[src/rtl/ee_access_pkg.sv]
package ee_access_pkg;

    localparam int EE_AW  = 16;
    localparam int BYTE_W = 8;
    localparam int REG_DW = 16;
    localparam int REG_AW = 3;

    localparam int CB_WR   = 0;
    localparam int CB_RD   = 1;
    localparam int CB_BUSY = 2;

    typedef enum logic [REG_AW-1:0] {
        RS_CTRL  = 3'd0,
        RS_ADDR  = 3'd1,
        RS_DATA  = 3'd2,
        RS_BASE  = 3'd3,
        RS_LEN   = 3'd4,
        RS_BURST = 3'd5
    } reg_sel_e;

    typedef enum logic [1:0] {
        CS_IDLE,
        CS_SINGLE,
        CS_BURST
    } ctl_state_e;

    typedef struct packed {
        logic              go;
        logic              we;
        logic [EE_AW-1:0]  addr;
        logic [BYTE_W-1:0] data;
    } byte_req_t;

    function automatic logic [REG_DW-1:0] ctrl_view(input logic busy,
                                                    input logic rd,
                                                    input logic wr);
        logic [REG_DW-1:0] v;
        v = '0;
        v[CB_BUSY] = busy;
        v[CB_RD]   = rd;
        v[CB_WR]   = wr;
        return v;
    endfunction

endpackage

[src/rtl/ee_byte_port.sv]
module ee_byte_port
    import ee_access_pkg::*;
(
    input  logic              clk,
    input  logic              rst,
    input  byte_req_t         req_i,
    input  logic              ack_i,
    output logic              req_o,
    output logic              we_o,
    output logic [EE_AW-1:0]  addr_o,
    output logic [BYTE_W-1:0] wdata_o,
    output logic              done_o
);

    always_ff @(posedge clk) begin
        if (rst) begin
            req_o   <= 1'b0;
            we_o    <= 1'b0;
            addr_o  <= '0;
            wdata_o <= '0;
        end else if (req_i.go && !req_o) begin
            req_o   <= 1'b1;
            we_o    <= req_i.we;
            addr_o  <= req_i.addr;
            wdata_o <= req_i.data;
        end else if (req_o && ack_i) begin
            req_o <= 1'b0;
        end
    end

    assign done_o = req_o & ack_i;

endmodule

[src/rtl/ee_burst_pack.sv]
module ee_burst_pack
    import ee_access_pkg::*;
#(
    parameter int BASE_W = 9,
    localparam int TGT_W = BASE_W + EE_AW - 1
) (
    input  logic              clk,
    input  logic              rst,
    input  logic              clear_i,
    input  logic              byte_done_i,
    input  logic [BYTE_W-1:0] byte_i,
    input  logic [BASE_W-1:0] base_i,
    output logic              pair_done_o,
    output logic              mem_we_o,
    output logic [TGT_W-1:0]  mem_addr_o,
    output logic [BYTE_W-1:0] mem_data_o
);

    logic [1:0]        phase_q;
    logic [BYTE_W-1:0] lo_q;
    logic [BYTE_W-1:0] hi_q;
    logic [EE_AW-1:0]  src_addr;

    assign src_addr    = {hi_q, lo_q};
    assign pair_done_o = byte_done_i && (phase_q == 2'd2);

    always_ff @(posedge clk) begin
        if (rst || clear_i) begin
            phase_q    <= 2'd0;
            lo_q       <= '0;
            hi_q       <= '0;
            mem_we_o   <= 1'b0;
            mem_addr_o <= '0;
            mem_data_o <= '0;
        end else begin
            mem_we_o <= 1'b0;
            if (byte_done_i) begin
                case (phase_q)
                    2'd0: begin
                        lo_q    <= byte_i;
                        phase_q <= 2'd1;
                    end
                    2'd1: begin
                        hi_q    <= byte_i;
                        phase_q <= 2'd2;
                    end
                    default: begin
                        mem_we_o   <= 1'b1;
                        mem_addr_o <= {base_i, src_addr[EE_AW-2:0]};
                        mem_data_o <= byte_i;
                        phase_q    <= 2'd0;
                    end
                endcase
            end
        end
    end

endmodule

[src/rtl/ee_access_ctrl.sv]
module ee_access_ctrl
    import ee_access_pkg::*;
#(
    parameter int BASE_W = 9,
    parameter int LEN_W  = 16,
    localparam int TGT_W = BASE_W + EE_AW - 1
) (
    input  logic              clk,
    input  logic              rst,
    input  logic              reg_wr,
    input  logic [REG_AW-1:0] reg_addr,
    input  logic [REG_DW-1:0] reg_wdata,
    output logic [REG_DW-1:0] reg_rdata,
    output logic              ee_req,
    output logic              ee_we,
    output logic [EE_AW-1:0]  ee_addr,
    output logic [BYTE_W-1:0] ee_wdata,
    input  logic              ee_ack,
    input  logic [BYTE_W-1:0] ee_rdata,
    output logic              mem_we,
    output logic [TGT_W-1:0]  mem_addr,
    output logic [BYTE_W-1:0] mem_data
);

    ctl_state_e        state_q;
    logic [EE_AW-1:0]  addr_q;
    logic [EE_AW-1:0]  ptr_q;
    logic [BYTE_W-1:0] data_q;
    logic [BASE_W-1:0] base_q;
    logic [LEN_W-1:0]  len_q;
    logic [LEN_W-1:0]  remain_q;
    logic              rd_pend_q;
    logic              wr_pend_q;

    logic      busy;
    logic      accept;
    logic      single_go;
    logic      burst_go;
    logic      burst_fetch;
    logic      port_done;
    logic      pair_done;
    byte_req_t breq;

    assign busy   = (state_q != CS_IDLE);
    assign accept = reg_wr && !busy;

    always_comb begin
        single_go   = accept && (reg_addr == RS_CTRL) &&
                      (reg_wdata[CB_RD] || reg_wdata[CB_WR]);
        burst_go    = accept && (reg_addr == RS_BURST) && reg_wdata[0];
        burst_fetch = (state_q == CS_BURST) && !ee_req && (remain_q != '0);
        breq.go     = single_go || burst_fetch;
        breq.we     = single_go && !reg_wdata[CB_RD];
        breq.addr   = single_go ? addr_q : ptr_q;
        breq.data   = data_q;
    end

    ee_byte_port u_port (
        .clk     (clk),
        .rst     (rst),
        .req_i   (breq),
        .ack_i   (ee_ack),
        .req_o   (ee_req),
        .we_o    (ee_we),
        .addr_o  (ee_addr),
        .wdata_o (ee_wdata),
        .done_o  (port_done)
    );

    ee_burst_pack #(.BASE_W(BASE_W)) u_pack (
        .clk         (clk),
        .rst         (rst),
        .clear_i     (burst_go),
        .byte_done_i (port_done && (state_q == CS_BURST)),
        .byte_i      (ee_rdata),
        .base_i      (base_q),
        .pair_done_o (pair_done),
        .mem_we_o    (mem_we),
        .mem_addr_o  (mem_addr),
        .mem_data_o  (mem_data)
    );

    always_ff @(posedge clk) begin
        if (rst) begin
            state_q   <= CS_IDLE;
            addr_q    <= '0;
            ptr_q     <= '0;
            data_q    <= '0;
            base_q    <= '0;
            len_q     <= '0;
            remain_q  <= '0;
            rd_pend_q <= 1'b0;
            wr_pend_q <= 1'b0;
        end else begin
            if (accept) begin
                case (reg_addr)
                    RS_ADDR: addr_q <= reg_wdata[EE_AW-1:0];
                    RS_DATA: data_q <= reg_wdata[BYTE_W-1:0];
                    RS_BASE: base_q <= reg_wdata[BASE_W-1:0];
                    RS_LEN:  len_q  <= reg_wdata[LEN_W-1:0];
                    default: ;
                endcase
            end
            if (single_go) begin
                state_q   <= CS_SINGLE;
                rd_pend_q <= reg_wdata[CB_RD];
                wr_pend_q <= !reg_wdata[CB_RD];
                ptr_q     <= addr_q + 1'b1;
            end
            if (burst_go) begin
                state_q  <= CS_BURST;
                remain_q <= len_q;
            end
            if (burst_fetch) begin
                ptr_q <= ptr_q + 1'b1;
            end
            case (state_q)
                CS_SINGLE: begin
                    if (port_done) begin
                        if (rd_pend_q) data_q <= ee_rdata;
                        rd_pend_q <= 1'b0;
                        wr_pend_q <= 1'b0;
                        state_q   <= CS_IDLE;
                    end
                end
                CS_BURST: begin
                    if (pair_done) remain_q <= remain_q - 1'b1;
                    if ((remain_q == '0) && !ee_req) state_q <= CS_IDLE;
                end
                default: ;
            endcase
        end
    end

    always_comb begin
        case (reg_addr)
            RS_CTRL:  reg_rdata = ctrl_view(busy, rd_pend_q, wr_pend_q);
            RS_ADDR:  reg_rdata = REG_DW'(addr_q);
            RS_DATA:  reg_rdata = REG_DW'(data_q);
            RS_BASE:  reg_rdata = REG_DW'(base_q);
            RS_LEN:   reg_rdata = REG_DW'(len_q);
            RS_BURST: reg_rdata = REG_DW'(state_q == CS_BURST);
            default:  reg_rdata = '0;
        endcase
    end

endmodule

[config.mk]
export PLATFORM = sky130hd
export DESIGN_NAME = ee_access_ctrl
export DESIGN_NICKNAME = d
export VERILOG_FILES = /design/src/rtl/ee_access_pkg.sv /design/src/rtl/ee_byte_port.sv /design/src/rtl/ee_burst_pack.sv /design/src/rtl/ee_access_ctrl.sv
export SDC_FILE = /design/constraint.sdc
export NUM_CORES = 1
export LEC_CHECK = 0
export ABC_AREA = 1
export CAP_MARGIN = 40
export CORE_ASPECT_RATIO = 0.7
export CORE_MARGIN = 5
export CORE_UTILIZATION = 38
export DETAILED_ROUTE_END_ITERATION = 10
export GPL_TIMING_DRIVEN = 0
export HOLD_SLACK_MARGIN = 0.15
export PLACE_DENSITY_LB_ADDON = 0.2
export SYNTH_ARGS = -nofsm -noshare
export SYNTH_HDL_FRONTEND = slang
export SYNTH_SLANG_ARGS = --single-unit
[constraint.sdc]
create_clock -name clk -period 2.2 [get_ports clk]
set_input_delay 0.22 -clock clk [delete_from_list [all_inputs] [get_ports clk]]
set_output_delay 0.22 -clock clk [all_outputs]
set_load 0.01 [all_outputs]
Word-level counts from Yosys, hierarchy flattened --
Index checks and enable logic that the tools add are counted.
Word-level totals: register bits after elaboration 161, bits of input ports 31, output and inout bits 75, word-level logic and storage cells 95
Operators by class: add/sub/neg operators 3, equality and inequality tests 9, mux-type cells 27, bitwise gates (word level) 3, reduce and logical (&&, ||, !) cells 34
Operator list (number):
- two-way mux 16 bit | 6
- one-hot mux 16 bit (6 select lines) | 1
- two-way mux 8 bit | 5
- adder 16 x 1 -> 16 bit, second input constant | 2
- logical NOT 16 bit | 1
- nonzero test 16 bit | 1
- subtractor 16 x 1 -> 16 bit, second input constant | 1
- logical AND 1 bit | 13
- AND reduction 2 bit | 6
- two-way mux 1 bit | 9
- two-way mux 2 bit | 4
- one-hot mux 2 bit (2 select lines) | 2
- equality test 3 x 2 -> 1 bit, second input constant | 2
- equality test 3 bit, second input constant | 2
- nonzero test 2 bit | 3
- equality test 2 x 1 -> 1 bit, second input constant | 2
- equality test 2 bit, second input constant | 2
- OR reduction 2 bit | 2
- equality test 3 x 1 -> 1 bit, second input constant | 1
- logical NOT 1 bit | 3
- logical NOT 3 bit | 1
- logical OR 1 bit | 3
- logical NOT 2 bit | 1
- inverter 1 bit | 2
- bitwise AND 1 bit | 1

Logic depth before layout (Yosys ltp) --
Gate-level depths: netlist (run 1).
word-level depth 9, depth in mapped cells 19, gate-level depth less buffers 19

By module --
From an unflattened synthesis (run 1), not the netlist that was laid out.
Second synthesis, totals: cell total of the unflattened synthesis 1177, area total of the unflattened synthesis 8003.9 µm²
Modules (own cells, without submodules):
- ee_access_ctrl | times used 1, cells each 758, area an instance 4993.5 µm², sequential area each 1701.6 µm²
- ee_burst_pack | times used 1, cells each 251, area an instance 1890.6 µm², sequential area each 1001.0 µm²
- ee_byte_port | times used 1, cells each 168, area an instance 1119.8 µm², sequential area each 520.5 µm²

Worst setup path after synthesis (run 1) --
OpenSTA, ideal clock, no wires.
kind flip-flop to flip-flop, from register remain_q[0], to register ptr_q[8], setup time 114 ps, data arrival time 1953 ps, required time 2086 ps, path slack 133 ps, stages on the path, launching flop included 17, buffers on the path 1, period minus slack after synthesis 2067 ps, cells stage by stage dfxtp_1 > inv_1 > ha_1 > nand2_1 > nor2_1 > nand2_2 > nand2_4 > buf_6 > nand2_2 > nand2_2 > ha_1 > nand3_4 > inv_2 > nand2_2 > xor2_1 > o21bai_1 > inv_1
On the way: word-level cells in the longest chain between the ends 3, elaborated cells between the ends (all ways) 4, those cells by class mux: 1; reduce/logical: 3
RTL lines:
- start, declared | line ee_access_ctrl.sv:31 | logic [LEN_W-1:0] remain_q;
- start signal, assigned | line ee_access_ctrl.sv:112 | remain_q <= len_q;
- start signal, assigned | line ee_access_ctrl.sv:127 | if (pair_done) remain_q <= remain_q - 1'b1;
- nonzero test 16 bit * | line ee_access_ctrl.sv:51 | burst_fetch = (state_q == CS_BURST) && !ee_req && (remain_q != '0);
- logical AND 1 bit * | line ee_access_ctrl.sv:51
- two-way mux 16 bit or nonzero test 2 bit (tied branches)
- end signal, assigned | line ee_access_ctrl.sv:108 | ptr_q <= addr_q + 1'b1;
- end signal, assigned | line ee_access_ctrl.sv:115 | ptr_q <= ptr_q + 1'b1;
- end, declared | line ee_access_ctrl.sv:27 | logic [EE_AW-1:0] ptr_q;
Every way passes the cells marked *; elsewhere a longest branch is shown, timed or not. A chain may end at the register's enable or synchronous reset.

Worst setup path in the final report (run 1) --
from input port reg_addr[0], to output port reg_rdata[5]
On the way: word-level cells in the longest chain between the ends 2, elaborated cells between the ends (all ways) 7, those cells by class eq/ne: 5; mux: 1; reduce/logical: 1
RTL lines:
- start, declared | line ee_access_ctrl.sv:11 | input logic [REG_AW-1:0] reg_addr,
- equality test 3 bit, or another cell as far along | line ee_access_ctrl.sv:136 | case (reg_addr)
- one-hot mux 16 bit (6 select lines) * | line ee_access_ctrl.sv:136
- end, declared | line ee_access_ctrl.sv:13 | output logic [REG_DW-1:0] reg_rdata,
Marked as above.

==> results.ini, run 1 <==
[global_routing]
grt_pass1_wl_mm=39.4
met3_usage=0.0678
antenna_found_initial=0
gr-usage-met1=0.360
track_usage=0.228
grt_overflow_total=0
grt_max_degree=19
busiest_layer=met1
gr-usage-met2=0.299
grt_pass1_vias=6817

[yosys]
yosysTopAreaCellShare=0.439
synthSimpleGateAreaFrac=0.220
syn_inst=1006
yosysMostFrequentCell=nand2_1
yosys_warnings=0
ys_async_sr_fraction=0
synth_ff_type=dfxtp_1
synth_edf_count=0
avgSynthCellArea_um2=7.30
synth_area_mm2=0.00734
synthMuxAreaShare=0
synth_largest_area_cell=dfxtp_1
synthXorXnorAreaFrac=0.00716
synth_top_family_by_area=compound AO/OA/AOI/OAI gates
yosysSeqAreaShare=0.439
synth_compound_area_frac=0.226
synth_nets=1042
synth_fa_ha_area_frac=0.00852
synthTopCellsByArea=dfxtp_1 44%, o21ai_0 9.4%, nand2_1 8.5%
synthTopCellsByCount=166 x nand2_1, 161 x dfxtp_1, 138 x o21ai_0
ys_types=42
synth-seq-cells=161

[detailed_routing]
viasPerCell=5.29
num_vias=7583
ant_nets=0
drt-total-wl_mm=26.0
drcViolationCount=0
drt_iter0_drc=700
dr.pass1.iters=8
wl_per_cell_um=18.1

[sta]
setup_tns_ns=0
finalCritPeriodShare=0.970
finalClockSkew_ns=0.0117
timing.final.hold_violations=0
min_period_ns=2.13
slew_viol_final=0
setup_viol=0
slew_headroom=0.424
tightest_slew_ns=0.864
clock.fmax_ghz=0.469

[setup_path]
path_cells=clkdlybuf4s15_2 > inv_2 > nor3_4 > buf_4 > nand2_1 > o2111ai_1 > clkdlybuf4s50_1
cpMaxStageDelayCell=clkdlybuf4s50_1
max_stage_delay_ns=0.62
crit_type=in -> out
crit_buf_inv=4
critPathTopFamily=buffers and inverters
ff2ff_path_depth=12
worst_setup_path_start_kind=input port
required_ns=1.98
critPathCaptureType=output pin
worstPathArrival_ns=1.91
r2r-end=remain_q[6]$_SDFF_PP0_
rr_startpoint=state_q[0]$_SDFF_PP0_
r2r_slack_ns=0.07
worstPathMaxFanout=7

[cells_and_area]
num-fill-cells=1871
area_delta_synth_final_pct=32.2
layout.nets=1192
final_layout_size_suffix_gt1_frac=0.153
num_antenna_cells=0

[placement]
io_buffer_count=105
dp_hpwl_mm=19.3
gp_congestion=0.997

[clock_tree]
cts_hold_buf=0
clock_latency_ns=0.44
clkTransAtPathRegs_ns=0.08
numCtsBuffers=17
cts_root_buffer=clkbuf_16
clock_path_buffers=2
numClockSinks=161
cts_max_level=4
tritoncts=yes

[die]
core_mm2=0.0190
dieHeight_um=126
num_rows=42
die_area_mm2=0.0223
die_x_um=176
floorplan.initialDensity=0.387
ioPinCount=106

[worst_hold_path]
hold_path_class=in -> reg
holdPathEnd=u_pack.lo_q[7]$_SDFFE_PP0P_
hold_start=ee_rdata[7]
whs_path_depth=3

[power_and_ir_drop]
p_leak_nw=3.86
p_per_area_mw_per_mm2=663
total_power_w=0.00644
vdd_ir_drop_max_mv=0.554

[run_status]
status=complete, no violations

[job]
cap_violations=0

cell type report:
| cell class | instances | area [um^2] | area share |
|---|---|---|---|
| sequential | 161 | 3240 | 0.333 |
| tap | 264 | 330 | 0.0340 |
| multi-input combinational | 661 | 3530 | 0.363 |
| buffer | 49 | 249 | 0.0256 |
| inverter | 135 | 515 | 0.0531 |
| timing repair buffer | 131 | 1260 | 0.130 |
| clock buffer | 17 | 425 | 0.0438 |
| clock inverter | 15 | 166 | 0.0171 |
where the power goes:
group          total (W)  internal (W)  switching, W  leakage, nW
clock            0.00294       0.00152       0.00141        0.282
combinational   0.000479      0.000176      0.000303         2.27
sequential       0.00302       0.00297     0.0000523         1.31
tightest hold or removal path: cells and delay by family:
| family | cells | cell delay [ns] |
|---|---|---|
| buf+inv | 2 | 0.52 |
| compound gates | 1 | 0.08 |
cells in the final DEF, fill, tap and decap left out, drive strengths merged, types with 18 or more instances in the layout:
cell type        n
inv            141
nand3           60
nand2          190
a21oi           94
a31oi           18
o21ai          144
dfxtp          161
nor2            81
buf             45
clkdlybuf4s50   99
clkbuf          48
kinds of logic (layout without fill, tap and decap cells):
logic type               count (synthesis)  in the layout
buffers and inverters                  184            347
AO/OA/AOI/OAI                          303            303
AND/OR/NAND/NOR                        347            347
adder cells (fa/ha/maj)                  5              5
flip-flops                             161            161
XOR/XNOR                                 6              6
how the worst max path moves through the flow:
| stage | endpoint | slack (ns) | start | cells after the start |
|---|---|---|---|---|
| after floorplan | ptr_q[8]$_SDFFE_PP0P_ | 0.13 | remain_q[0]$_SDFF_PP0_ | 16 |
| after global placement | reg_rdata[1] | -0.61 | reg_addr[1] | 8 |
| after detailed placement | reg_rdata[1] | -0.62 | reg_addr[1] | 8 |
| after CTS | reg_rdata[1] | -0.006 | reg_addr[0] | 8 |
| after global routing | remain_q[6]$_SDFF_PP0_ | -0.04 | state_q[0]$_SDFF_PP0_ | 12 |
| final | reg_rdata[5] | 0.07 | reg_addr[0] | 7 |
what timing repair did:
item	4_1_cts	5_1_grt
endpoints found under the setup margin	87	77
cloned	0	1
gates resized for setup	32	45
pin swaps	7	16
buffers inserted	12	13
sequential cells by signal, summed over array words and instances, names as in the netlist:
register           cells
addr_q                16
u_pack.lo_q            8
u_port.req_o           1
u_port.wdata_o         8
remain_q              16
rd_pend_q              1
u_pack.mem_we_o        1
wr_pend_q              1
data_q                 8
u_pack.hi_q            7
state_q                2
base_q                 9
ptr_q                 16
u_pack.mem_addr_o     24
u_port.we_o            1
u_pack.mem_data_o      8
len_q                 16
u_port.addr_o         16
u_pack.phase_q         2
stage by stage:
stage | worst slack [ns] | instance area, um^2 | util | cells | hold WS (ns)
after floorplan | 0.133 | 7340 | - | 1006 | 0.355
after global placement | -0.605 | 8730 | 0.460 | 1375 | 0.438
after detailed placement | -0.619 | 8730 | 0.460 | 1375 | 0.442
after CTS | -0.00616 | 9480 | 0.500 | 1419 | 0.421
after global routing | -0.0370 | 9710 | 0.512 | 1433 | 0.452
final | 0.0663 | 9710 | 0.512 | 1433 | 0.425
routing by layer:
metal  vias to the layer above  share of wire
met1                      3525           0.49
met2                       365           0.39
met4                         0          0.011
met5                         -              0
li1                       3662              -
met3                        31           0.11
(Power assumes the default switching activity.)
==> inputs of run 2 (changes only) <==
- GPL_TIMING_DRIVEN: 0 -> unset
==> results.ini, run 2 (same netlist as run 1, synthesis figures left out) <==
[run_status]
status=finished with violations
violations=negative setup slack

[global_routing]
gr-usage-met1=0.332
grt_pass1_vias=6461
antenna_found_initial=2
grt_pass1_wl_mm=36.8
track_usage=0.210
grt_overflow_total=0
gr-usage-met2=0.280
met3_usage=0.0518
grt_max_degree=47
busiest_layer=met1

[cells_and_area]
final_common_cell=nand2_1
largest_register_ff_count=24
instances_no_fill=1430
fin_util=0.524
area_delta_synth_final_pct=35.3
final_layout_size_suffix_gt1_frac=0.165
finish.instance_area_mm2=0.00994
layout.nets=1189
mostFrequentLayoutCells=159 x nand2_1, 158 x dfxtp_1, 137 x o21ai_0, 116 x inv_1, 94 x a21oi_1
regMostFlops=u_pack.mem_addr_o
num_antenna_cells=0

[placement]
dp_hpwl_mm=17.2
postPlaceCellArea_mm2=0.00908
io_buffer_count=105
gp_congestion=0.918
post-place-ws_ns=-0.178
place_inst=1393

[setup_path]
worstPathMaxFanout=5
worstPathArrival_ns=1.99
r2r_slack_ns=0.10
r2r-end=ptr_q[14]$_SDFFE_PP0P_
ff2ff_path_depth=15
rr_startpoint=remain_q[12]$_SDFF_PP0_
critPathCaptureType=output pin
required_ns=1.98
crit_path_start=reg_addr[1]
worst_setup_path_start_kind=input port
crit_type=in -> out

[detailed_routing]
drcViolationCount=0
ant_nets=0
drt_iter0_drc=663
drt-total-wl_mm=23.7
wl_per_cell_um=16.6
dr.pass1.iters=5
viasPerCell=5.04
num_vias=7209

[sta]
slew_viol_final=0
setup_viol=1
clock.fmax_ghz=0.453
setup_slack_ns=-0.00785
slew_headroom=0.717
grt_setup_unrepaired=yes
finalCritPeriodShare=1.00
tightest_slew_ns=0.424
min_period_ns=2.21
timing.final.hold_violations=0
finalClockSkew_ns=0.0191

[worst_hold_path]
hold_start=ee_rdata[0]
holdPathEnd=u_pack.mem_data_o[0]$_SDFFE_PP0P_
hold_path_class=in -> reg
whs_path_depth=3

[die]
die_x_um=176
die_area_mm2=0.0223
floorplan.initialDensity=0.387
core_mm2=0.0190
ioPinCount=106
num_rows=42
dieHeight_um=126

[clock_tree]
numCtsBuffers=17
numClockSinks=161
cts_max_level=4
clock_latency_ns=0.44
cts_hold_buf=0
cts_root_buffer=clkbuf_16
clock_path_buffers=2
tritoncts=yes
clkTransAtPathRegs_ns=0.07

[job]
cap_violations=0

[power_and_ir_drop]
vdd_ir_drop_max_mv=0.552
p_per_area_mw_per_mm2=660
p_leak_nw=4.11
total_power_w=0.00656

[run 2: cell types whose count changed in the layout (fill, tap and decap cells not counted), sizes merged, moves of 3 or more]
cell,previous run,this run
clkbuf,48,18
inv,141,145
clkdlybuf4s50,99,89
dlygate4sd2,2,12
buf,45,70
dlymetal6s2s,1,4
[run 2: how the worst max path moves through the flow]
stage | endpoint | slack, ns | depth (start not counted)
6_report | reg_rdata[2] | -0.008 | 8
5_1_grt | reg_rdata[2] | -0.11 | 8
4_1_cts | reg_rdata[0] | -0.1 | 7
3_5_place_dp | reg_rdata[1] | -0.18 | 8
3_3_place_gp | reg_rdata[0] | -0.13 | 9
2_1_floorplan | ptr_q[8]$_SDFFE_PP0P_ | 0.13 | 16
[run 2: worst max-delay path, cell delays in order]
cell and delay, ns:
clkdlybuf4s50_1 0.52, inv_1 0.10, nor3_4 0.20, nand2_1 0.07
o21ai_0 0.08, a221oi_1 0.07, o21ai_1 0.15, clkdlybuf4s50_1 0.57
[run 2: repair_timing]
| action | CTS | global route |
|---|---|---|
| gates cloned | 0 | 3 |
| pin swaps | 0 | 15 |
| gates resized for setup | 13 | 57 |
| setup endpoints to repair | 16 | 76 |
| setup buffers | 0 | 2 |
[run 2: cell type report]
cell class	instances	area, um^2
Timing Repair inverter	1	5.00
Fill cell	1820	9030
Timing Repair Buffer	176	1700
Multi-Input combinational cell	661	3540
Clock buffer	17	425
Clock inverter	15	181
Tap cell	264	330
Sequential cell	161	3230
Inverter	135	520
[run 2: where the power goes]
| group | leakage, nW | switching [W] | internal (W) |
|---|---|---|---|
| Sequential | 1.30 | 0.0000513 | 0.00297 |
| Clock | 0.299 | 0.00149 | 0.00156 |
| Combinational | 2.51 | 0.000283 | 0.000203 |
[run 2: routing by layer]
metal	up-vias	wire length [um]
met1	3305	12200
met4	4	260
li1	3647	-
met2	228	9400
met3	25	1860
met5	-	22
[run 2: per-stage QoR]
stage	hold slack, ns	setup TNS (ns)
4_1_cts	0.427	-0.392
3_5_place_dp	0.439	-3.98
6_report	0.433	-0.00785
2_1_floorplan	0.355	0
3_3_place_gp	0.435	-1.94
5_1_grt	0.442	-0.268
==> inputs of run 3 (changes only) <==
- GPL_ROUTABILITY_DRIVEN: unset -> 0
==> results.ini, run 3 (same netlist as run 1, synthesis figures left out) <==
[run_status]
status=complete, no violations

[placement]
place_inst=1393
io_buffer_count=105
dp_hpwl_mm=17.2
post-place-ws_ns=-0.193

[clock_tree]
cts_max_level=4
tritoncts=yes
clock_latency_ns=0.44
numCtsBuffers=17
clock_path_buffers=2
cts_hold_buf=0
clkTransAtPathRegs_ns=0.07
cts_root_buffer=clkbuf_16
numClockSinks=161

[global_routing]
grt_max_degree=67
met3_usage=0.0494
busiest_layer=met1
gr-usage-met1=0.337
grt_overflow_total=0
track_usage=0.209
antenna_found_initial=1
grt_pass1_vias=6471
grt_pass1_wl_mm=36.5
gr-usage-met2=0.273

[sta]
slew_headroom=0.727
grt_setup_unrepaired=yes
clock.fmax_ghz=0.481
tightest_slew_ns=0.410
slew_viol_final=0
setup_slack_ns=0.122
timing.final.hold_violations=0
finalCritPeriodShare=0.944
worst_hold_slack_ns=0.433
finalClockSkew_ns=0.00701
min_period_ns=2.08
setup_viol=0

[cells_and_area]
fin_util=0.521
regMostFlops=u_pack.mem_addr_o
area_delta_synth_final_pct=34.5
final_layout_size_suffix_gt1_frac=0.166
mostFrequentLayoutCells=161 x nand2_1, 158 x dfxtp_1, 134 x o21ai_0, 114 x inv_1, 94 x a21oi_1
final_common_cell=nand2_1
layout.nets=1190
num-fill-cells=1856
instances_no_fill=1431
largest_register_ff_count=24
num_antenna_cells=0

[die]
ioPinCount=106
floorplan.initialDensity=0.387
core_mm2=0.0190
dieHeight_um=126
die_area_mm2=0.0223
num_rows=42
die_x_um=176

[power_and_ir_drop]
p_per_area_mw_per_mm2=671
p_leak_nw=4.05
vdd_ir_drop_max_mv=0.583

[worst_hold_path]
whs_path_depth=3
hold_path_class=in -> reg

[setup_path]
critPathTopFamily=buffers and inverters
required_ns=1.98
cpMaxStageDelayCell=clkdlybuf4s50_1
critPathCaptureType=output pin
worstPathMaxFanout=5
crit_type=in -> out
worst_setup_path_start_kind=input port
max_stage_delay_ns=0.57
ff2ff_path_depth=14
path_cells=clkdlybuf4s50_1 > inv_2 > nor3_4 > buf_4 > nand2_1 > o2111ai_1 > dlygate4sd2_1
crit_buf_inv=4
cp.depth=7
worstPathArrival_ns=1.86

[detailed_routing]
wl_per_cell_um=16.5
drcViolationCount=0
dr.pass1.iters=5
viasPerCell=5.03
drt_iter0_drc=552
drt-total-wl_mm=23.6
ant_nets=0
num_vias=7200

[job]
cap_violations=0

## run 3: cell count changes in the layout (fill, tap and decap cells not counted), moves of 4 or more
cell / previous run / this run
inv_6: 1 / 5
nand2_4: 9 / 5
nor2_2: 11 / 15
buf_4: 58 / 63
inv_8: 9 / 5
## run 3: layer usage
layer	vias to the layer above	wire length [um]
met5	-	7
met4	2	233
met3	20	1720
met2	223	9200
met1	3303	12400
li1	3652	-
## run 3: stage by stage
| step | setup TNS (ns) | area (um^2) | power (W) |
|---|---|---|---|
| final | 0 | 9880 | 0.00663 |
| after global routing | -0.0569 | 9880 | 0.00685 |
| after CTS | -0.201 | 9660 | 0.00666 |
| after detailed placement | -5.03 | 9060 | 0.00355 |
| after floorplan | 0 | 7340 | 0.00329 |
| after global placement | -3.29 | 9060 | 0.00355 |
## run 3: what timing repair did
item | in CTS | in global routing
setup endpoints to repair | 17 | 58
buffers inserted | 0 | 5
gates cloned | 0 | 1
pin swaps | 1 | 20
resized for setup | 18 | 48
## run 3: where the power goes
| part | internal [W] | switching, W | leakage [nW] | total, W |
|---|---|---|---|---|
| logic | 0.000200 | 0.000285 | 2.44 | 0.000484 |
| clock network | 0.00173 | 0.00139 | 0.303 | 0.00312 |
| registers | 0.00297 | 0.0000501 | 1.30 | 0.00302 |
## run 3: area by class of cell
| cell class | instances | area (um^2) | area share |
|---|---|---|---|
| clock buffers | 17 | 425 | 0.0431 |
| clock inverters | 15 | 186 | 0.0189 |
| repair buffers | 178 | 1680 | 0.170 |
| well taps | 264 | 330 | 0.0334 |
| flip-flops and latches | 161 | 3230 | 0.327 |
| inverters | 135 | 515 | 0.0522 |
| multi-input cells | 661 | 3520 | 0.356 |
## run 3: tightest hold or removal path: cells and delay by family
kind,cells,cell delay (ns)
compound gates,1,0.07
buf+inv,2,0.53
## run 3: path summary, 6_finish.rpt
path	from	end	slack, ns
setup / recovery	reg_addr[0]	reg_rdata[5]	0.12
hold / removal	ee_rdata[7]	u_pack.lo_q[7]$_SDFFE_PP0P_	0.43
setup reg to reg	remain_q[6]$_SDFF_PP0_	ptr_q[8]$_SDFFE_PP0P_	0.14
hold reg to reg	u_pack.hi_q[4]$_SDFFE_PP0P_	u_pack.hi_q[4]$_SDFFE_PP0P_	0.44
